File: src/rtl/wdr_pkg.sv
package wdr_pkg;

    // flag-side state machine
    typedef enum logic [1:0] {
        FL_CLEAR = 2'd0,
        FL_SET   = 2'd1,
        FL_ARMED = 2'd2
    } flag_state_e;

    // reset sequencer state machine
    typedef enum logic [1:0] {
        RS_IDLE  = 2'd0,
        RS_LOCAL = 2'd1,
        RS_CHIP  = 2'd2
    } rst_state_e;

    localparam int          BYTE_W   = 8;
    localparam int          RO_W     = 5;
    localparam logic [4:0]  RO_FILL  = 5'h1F;
    localparam logic        ENA_INIT = 1'b0;
    localparam logic        SEL_INIT = 1'b0;

endpackage

File: src/rtl/wdr_flag_fsm.sv
module wdr_flag_fsm
    import wdr_pkg::*;
(
    input  logic clk,
    input  logic por_n,
    input  logic standby_i,
    input  logic trip_i,
    input  logic rd_i,
    input  logic wr_i,
    input  logic wr_flag_i,
    output logic flag_o
);

    flag_state_e state_q;
    flag_state_e state_d;

    // state register
    always_ff @(posedge clk or negedge por_n) begin
        if (!por_n) begin
            state_q <= FL_CLEAR;
        end else begin
            state_q <= state_d;
        end
    end

    // transitions
    always_comb begin
        state_d = state_q;
        if (standby_i) begin
            state_d = FL_CLEAR;
        end else begin
            unique case (state_q)
                FL_CLEAR: begin
                    if (trip_i) begin
                        state_d = FL_SET;
                    end
                end
                FL_SET: begin
                    if (wr_i) begin
                        state_d = FL_SET;
                    end else if (rd_i) begin
                        state_d = FL_ARMED;
                    end
                end
                FL_ARMED: begin
                    if (wr_i) begin
                        if (trip_i || wr_flag_i) begin
                            state_d = FL_SET;
                        end else begin
                            state_d = FL_CLEAR;
                        end
                    end
                end
                default: state_d = FL_CLEAR;
            endcase
        end
    end

    // outputs
    always_comb begin
        unique case (state_q)
            FL_CLEAR: flag_o = 1'b0;
            FL_SET:   flag_o = 1'b1;
            FL_ARMED: flag_o = 1'b1;
            default:  flag_o = 1'b0;
        endcase
    end

endmodule

File: src/rtl/wdr_ctrl_bits.sv
module wdr_ctrl_bits
    import wdr_pkg::*;
(
    input  logic clk,
    input  logic por_n,
    input  logic standby_i,
    input  logic wr_i,
    input  logic wr_ena_i,
    input  logic wr_sel_i,
    output logic ena_o,
    output logic sel_o
);

    logic ena_q;
    logic sel_q;

    always_ff @(posedge clk or negedge por_n) begin
        if (!por_n) begin
            ena_q <= ENA_INIT;
            sel_q <= SEL_INIT;
        end else if (standby_i) begin
            ena_q <= ENA_INIT;
            sel_q <= SEL_INIT;
        end else if (wr_i) begin
            ena_q <= wr_ena_i;
            sel_q <= wr_sel_i;
        end
    end

    assign ena_o = ena_q;
    assign sel_o = sel_q;

endmodule

File: src/rtl/wdr_rst_seq.sv
module wdr_rst_seq
    import wdr_pkg::*;
#(
    parameter int CHIP_RST_LEN = 4
) (
    input  logic clk,
    input  logic por_n,
    input  logic trip_i,
    input  logic ena_i,
    output logic chip_rst_o,
    output logic cnt_rst_o
);

    localparam int CNT_W = (CHIP_RST_LEN > 1) ? $clog2(CHIP_RST_LEN) : 1;
    localparam logic [CNT_W-1:0] LAST = CNT_W'(CHIP_RST_LEN - 1);

    rst_state_e       state_q;
    rst_state_e       state_d;
    logic [CNT_W-1:0] cnt_q;
    logic [CNT_W-1:0] cnt_d;

    // state register
    always_ff @(posedge clk or negedge por_n) begin
        if (!por_n) begin
            state_q <= RS_IDLE;
            cnt_q   <= '0;
        end else begin
            state_q <= state_d;
            cnt_q   <= cnt_d;
        end
    end

    // transitions
    always_comb begin
        state_d = state_q;
        cnt_d   = '0;
        unique case (state_q)
            RS_IDLE, RS_LOCAL: begin
                if (trip_i) begin
                    state_d = ena_i ? RS_CHIP : RS_LOCAL;
                end else begin
                    state_d = RS_IDLE;
                end
            end
            RS_CHIP: begin
                if (cnt_q == LAST) begin
                    state_d = RS_IDLE;
                end else begin
                    cnt_d = cnt_q + 1'b1;
                end
            end
            default: state_d = RS_IDLE;
        endcase
    end

    // outputs
    always_comb begin
        chip_rst_o = 1'b0;
        cnt_rst_o  = 1'b0;
        unique case (state_q)
            RS_IDLE:  ;
            RS_LOCAL: cnt_rst_o = 1'b1;
            RS_CHIP: begin
                chip_rst_o = 1'b1;
                cnt_rst_o  = (cnt_q == '0);
            end
            default: ;
        endcase
    end

endmodule

File: src/rtl/wdg_rst_ctrl.sv
module wdg_rst_ctrl
    import wdr_pkg::*;
#(
    parameter int CHIP_RST_LEN = 4
) (
    input  logic       clk,
    input  logic       por_n,
    input  logic       standby_i,
    input  logic       wd_mode_i,
    input  logic       ovf_pulse_i,
    input  logic       reg_rd_i,
    input  logic       reg_wr_i,
    input  logic [7:5] reg_wdata_i,
    output logic [7:0] reg_rdata_o,
    output logic       chip_rst_req_o,
    output logic       cnt_rst_o
);

    logic trip;
    logic flag;
    logic ena;
    logic sel;

    // only a watchdog-mode overflow outside standby counts
    assign trip = ovf_pulse_i && wd_mode_i && !standby_i;

    wdr_flag_fsm u_flag (
        .clk       (clk),
        .por_n     (por_n),
        .standby_i (standby_i),
        .trip_i    (trip),
        .rd_i      (reg_rd_i),
        .wr_i      (reg_wr_i),
        .wr_flag_i (reg_wdata_i[7]),
        .flag_o    (flag)
    );

    wdr_ctrl_bits u_bits (
        .clk       (clk),
        .por_n     (por_n),
        .standby_i (standby_i),
        .wr_i      (reg_wr_i),
        .wr_ena_i  (reg_wdata_i[6]),
        .wr_sel_i  (reg_wdata_i[5]),
        .ena_o     (ena),
        .sel_o     (sel)
    );

    wdr_rst_seq #(
        .CHIP_RST_LEN (CHIP_RST_LEN)
    ) u_seq (
        .clk        (clk),
        .por_n      (por_n),
        .trip_i     (trip),
        .ena_i      (ena),
        .chip_rst_o (chip_rst_req_o),
        .cnt_rst_o  (cnt_rst_o)
    );

    assign reg_rdata_o = {flag, ena, sel, RO_FILL};

endmodule

File: config.mk
export PLATFORM = sky130hd
export DESIGN_NAME = wdg_rst_ctrl
export DESIGN_NICKNAME = d
export VERILOG_FILES = /design/src/rtl/wdr_pkg.sv /design/src/rtl/wdr_flag_fsm.sv /design/src/rtl/wdr_ctrl_bits.sv /design/src/rtl/wdr_rst_seq.sv /design/src/rtl/wdg_rst_ctrl.sv
export SDC_FILE = /design/constraint.sdc
export NUM_CORES = 1
export LEC_CHECK = 0
export ABC_CLOCK_PERIOD_IN_PS = 1370
export BUFFER_PORTS_ARGS = -buffer_cell sky130_fd_sc_hd__buf_2
export CORE_UTILIZATION = 42
export CTS_CLUSTER_DIAMETER = 100
export DETAILED_ROUTE_END_ITERATION = 6
export PLACE_DENSITY = 0.72
export SYNTH_ARGS = -nofsm -noshare
export SYNTH_HDL_FRONTEND = slang
export SYNTH_SLANG_ARGS = --single-unit
export TNS_END_PERCENT = 1
File: constraint.sdc
create_clock -name clk -period 1.37 [get_ports clk]
set_clock_uncertainty 0.05 [all_clocks]
set_input_delay 0.274 -clock clk [delete_from_list [all_inputs] [get_ports clk]]
set_output_delay 0.274 -clock clk [all_outputs]
set_load 0.02 [all_outputs]
# [Yosys cells after proc, flatten, opt, wreduce, memory -nomap -nowiden]
# Index checks and enable logic that the tools add are counted.
[word_totals] latchBits=0 n_memories=0 regBits=8 mem_bits_rw=0 mem_bits_ro=0 inputBits=10 wordCells=46
[op_classes] mul=0 reduce_logical=11 mux=20 n_div=0 n_bitwise=0 n_addsub=1 shift=0 magnitude_cmp=0 n_eq_ne=9
[op_table] op="2-bit 2-to-1 mux" count=10
[op_table] op="1-bit 2-to-1 mux" count=7
[op_table] op="2-bit == test, second input constant" count=3
[op_table] op="2-bit zero test" count=3
[op_table] op="2-bit case mux with 3 select lines" count=1
[op_table] op="2-bit by 1-bit == test with 1-bit output, second input constant" count=2
[op_table] op="4-bit != test, second input constant" count=1
[op_table] op="2-bit case mux with 2 select lines" count=1
[op_table] op="2-bit OR reduction" count=2
[op_table] op="3-bit by 2-bit != test with 1-bit output, second input constant" count=1
[op_table] op="3-bit != test, second input constant" count=1
[op_table] op="3-bit AND reduction" count=1
[op_table] op="2-bit by 1-bit adder with 2-bit output, second input constant" count=1
[op_table] op="1-bit logical AND" count=2
[op_table] op="2-bit by 1-bit != test with 1-bit output, second input constant" count=1
[op_table] op="1-bit case mux with 2 select lines" count=1
[op_table] op="2-bit nonzero test" count=1
[op_table] op="1-bit zero test" count=1
[op_table] op="1-bit logical OR" count=1

# [Logic depth before layout (Yosys ltp)]
[depth] depth_word=7 depth_mapped=6 ltp_nobuf=6

# [By module]
# Synthesis repeated with hierarchy kept, for this count alone.
[unflattened] hier_cells=60 hier_area_um2=609.3
[modules_own_cells] module="wdr_rst_seq" cells_each=24 area_each_um2=271.5 seq_area_each_um2=100.1 instances=1
[modules_own_cells] module="wdr_flag_fsm" cells_each=20 area_each_um2=187.7 seq_area_each_um2=50.0 instances=1
[modules_own_cells] module="wdr_ctrl_bits" cells_each=6 area_each_um2=77.6 seq_area_each_um2=50.0 instances=1
[modules_own_cells] module="wdg_rst_ctrl" cells_each=10 area_each_um2=72.6 seq_area_each_um2=0.0 instances=1

# [Least setup slack after synthesis]
# Ideal clock, no wire load.
[synth_timing] path_type="register -> output" startpoint="register u_seq.state_q[0]" endpoint="output cnt_rst_o" arrival_time_ps=1166 stages_incl_launch_ff=5 path_buffers=0 setup_slack_ps=-120 t_required_ps=1046 path_cell_list="dfrtp_1 inv_1 ha_1 a21oi_1 nor2b_1"
[synth_via] elab_chain_len=2 elab_cells_between_ends=3
[synth_rtl] element="start, declared" line="wdr_rst_seq.sv:17" text="rst_state_e state_q;"
[synth_rtl] element="start signal, assigned" line="wdr_rst_seq.sv:28" text="state_q <= state_d;"
[synth_rtl] element="2-bit == test / 2-bit by 1-bit == test with 1-bit output (equally long branches)" line="wdr_rst_seq.sv:60" text="unique case (state_q)"
[synth_rtl] element="1-bit case mux with 2 select lines *" line="wdr_rst_seq.sv:60"
[synth_rtl] element="end, declared" line="wdg_rst_ctrl.sv:16" text="output logic cnt_rst_o"
# Mark *: on every way between the ends. The rest lies on a longest branch, timed or not.

# [Final worst setup path]
[layout_timing] startpoint="register u_seq.state_q[1]" endpoint="output cnt_rst_o"
# Same word-level chain as after synthesis.

==> out/qor.txt <==
Result of the run = complete, but fails checks
Violated checks = setup timing
Most instantiated cells after synthesis = 9 x ha_1, 8 x buf_4, 8 x dfrtp_1, 8 x inv_1, 5 x nand2_1
Cell types occupying the most area after synthesis = dfrtp_1 35%, ha_1 19%, buf_4 10%
Period minus WS final = 1.57 ns
Final setup slack of the worst path = -0.198 ns
Post-synthesis cell type with the largest combined area = dfrtp_1
Final count of hold timing violations = 0
Starting utilization of the core area = 45.0%
Series of cell instances along the critical path = inv_1 > ha_1 > nor2b_4 > buf_6
CORE AREA = 1280 sq um
Max-capacitance violation count = 0
GR Overflow Total = 0
Metal2 WL = 460 microns
Filler Cell Count = 127
Cell depth of the worst hold path = 2
Cell count after placement = 87
Total Routed Length = 911 microns
DRT met1 WL = 423 microns
Share of cells above drive strength 1 = 38.2%
Depth of the most critical reg-to-reg path = 5
Total stage count of the critical path = 4
Fin util = 54.4%
WHS = 0.215 ns
Number of endpoints failing setup at the final stage = 3
Critical Path Start Type = flip-flop
Overall die area = 1530 sq um
EDFF count, synth = 0
Final weighted congestion in routability-driven placement = 0.698
Routed wire length per instance = 10.0 microns
Unrepaired setup endpoints after global routing = true
Ys async rst share = 100%
Length of routed met3 wiring = 27 microns
Number of synthesis warnings = 0
Number of antenna violations at the first check in global routing = 0
Share of synthesized area occupied by flip-flops and latches = 34.6%
Clock slew seen by the registers of the worst setup and hold paths = 0.05 ns
Area share of the leading cell type in the synthesized netlist = 34.6%
Ant diodes = 0
Max Used Layer = met3
First-pass iteration count of the detailed router = 1
H-tree levels = 1
Input/output buffers = 14
Die extent in y = 39.1 microns
Type of the worst setup path = flip-flop to output pin
Iteration-0 DRC Markers = 0
Net count of the finished layout = 97
Power density over the cells = 929 nW/um^2
Worst endpoint required time = 1.05 ns
Buffer and inverter count on the worst path = 2
Final non-filler cell area = 699 sq um
Final Non-Filler Cells = 91
Final count of pins violating max slew = 0
Synth Cell Area = 578 sq um
Routed via count = 432
Type of destination of the critical path = output pin
Reported leakage power = 0.365 nW
Detailed-placement wirelength estimate = 755 microns
Worst vdd rail ir drop = 0.000531 V
Final worst-path cycle share = 114%
Crit-path max cell delay = 0.40 ns
Ratio of routed vias to standard cells = 4.75
Most common cell in the synthesized netlist = ha_1
Buffers from clock root to sink, at most = 2
#FFs+latches synth = 8
Worst skew pair latency = 0.24 ns
Gate family responsible for the most delay along the worst path = flip-flops
Post-detailed-placement cell area = 629 sq um
Via count of the first global-routing pass = 383
Post-Synthesis Cells = 62
Largest net degree at the start of global routing = 9
Setup TNS = -0.309 ns
Post-route DRC violation count = 0
Relative area change from synthesis to final layout = 21.0%
Largest fanout on the critical path = 3
Fmax = 638 MHz
# rows = 13
Global-route usage over all layers = 13.9%
Synth Area per Inst = 9.32 sq um
Synth Flop Type = dfrtp_1
Master cell of the clock root buffer = clkbuf_4
Wire length of the first global-routing pass = 1.41 mm
Min-Delay Path Class = input pin to flip-flop
Horizontal extent of the die = 39.1 microns
I/O pin cnt = 20
Cell with the biggest individual delay on the critical path = dfrtp_1
Number of clock buffers inserted by TritonCTS = 3
Antenna viol nets, final = 0
Worst endpoint data arrival time = 1.24 ns
Clock Sink Count = 8
CTS tree = yes
Netlist cell types = 20
[worst reg2reg max path, delay by kind of cell (launching register included)]
| kind | cells | cell delay (ns) |
|---|---|---|
| DFF | 1 | 0.40 |
| and+or+nand+nor | 2 | 0.50 |
| AOI/OAI and AO/OA | 1 | 0.09 |
| buffers and inverters | 1 | 0.06 |
| adders and majority gates | 1 | 0.20 |
[report_power, final]
part / internal, W / switching, W
Sequential: 0.000255 / 0.0000202
Clock: 0.0000996 / 0.0000703
Combinational: 0.0000865 / 0.000119
Total: 0.000441 / 0.000209
[area by class of cell]
cell class,instances,area (sq um),share of cell area [%]
tap,15,18.8,2.68
multi-input combinational,42,342,48.8
inverter,8,30.0,4.29
timing repair buffer,15,86.3,12.3
clock buffer,3,22.5,3.22
sequential,8,200,28.6
[final timing paths]
path / from / slack (ns) / to
worst max-delay path: u_seq.state_q[1]$_DFFE_PN0P_ / -0.20 / cnt_rst_o
worst min-delay path: standby_i / 0.21 / u_bits.ena_o$_DFFE_PN0P_
worst max register to register: u_flag.state_q[0]$_DFFE_PN0P_ / 0.02 / u_flag.state_q[1]$_DFFE_PN0P_
worst min register to register: u_bits.sel_o$_DFFE_PN0P_ / 0.47 / u_bits.sel_o$_DFFE_PN0P_
max in group asynchronous: por_n / 0.75 / u_seq.cnt_q[0]$_DFF_PN0_
min in group asynchronous: por_n / 0.35 / u_bits.sel_o$_DFFE_PN0P_
[layout by cell type (no fill, tap or decap), types with 2 or more instances in the layout]
master and n:
inv_1 5, nand2_1 5, and2_1 2, buf_2 13
nor2_1 4, ha_1 5, dfrtp_1 8, o21ai_1 2
ha_2 3, clkbuf_4 3, inv_2 3, mux2i_1 3
conb_1 5
[flip-flops by register name, summed over array words and instances (netlist names)]
name	flops
u_bits.sel_o	1
u_seq.state_q	2
u_bits.ena_o	1
u_seq.cnt_q	2
u_flag.state_q	2
[stage by stage]
stage	power, W	setup slack (ns)
6_report	0.000650	-0.198
5_1_grt	0.000691	-0.249
4_1_cts	0.000652	-0.198
3_5_place_dp	0.000469	-0.0147
3_3_place_gp	0.000467	0.0141
2_1_floorplan	0.000443	0.0306
[per-layer routing]
layer | vias to the layer above | track usage, %
met1 | 205 | 15.5
li1 | 219 | -
met5 | - | 0
met2 | 8 | 25.0
met3 | 0 | 1.73
met4 | 0 | 7.76
[kinds of logic after synthesis]
| logic type | after synthesis | share of synthesized area, % |
|---|---|---|
| buf+inv | 16 | 15.6 |
| compound gates | 8 | 9.31 |
| fa+ha+maj | 9 | 19.5 |
| flops | 8 | 34.6 |
| mux | 3 | 5.20 |
| simple gates | 17 | 15.2 |
| other cells | 1 | 0.649 |
[timing repair]
item | 4_1_cts | 5_1_grt
pin swaps | 1 | 1
buffers inserted | 0 | 0
gates resized for setup | 6 | 8
endpoints found under the setup margin | 5 | 7
hold buffers | 1 | 0
hold endpoints to repair | 8 | 0
Power figures use the tool's default switching activity.
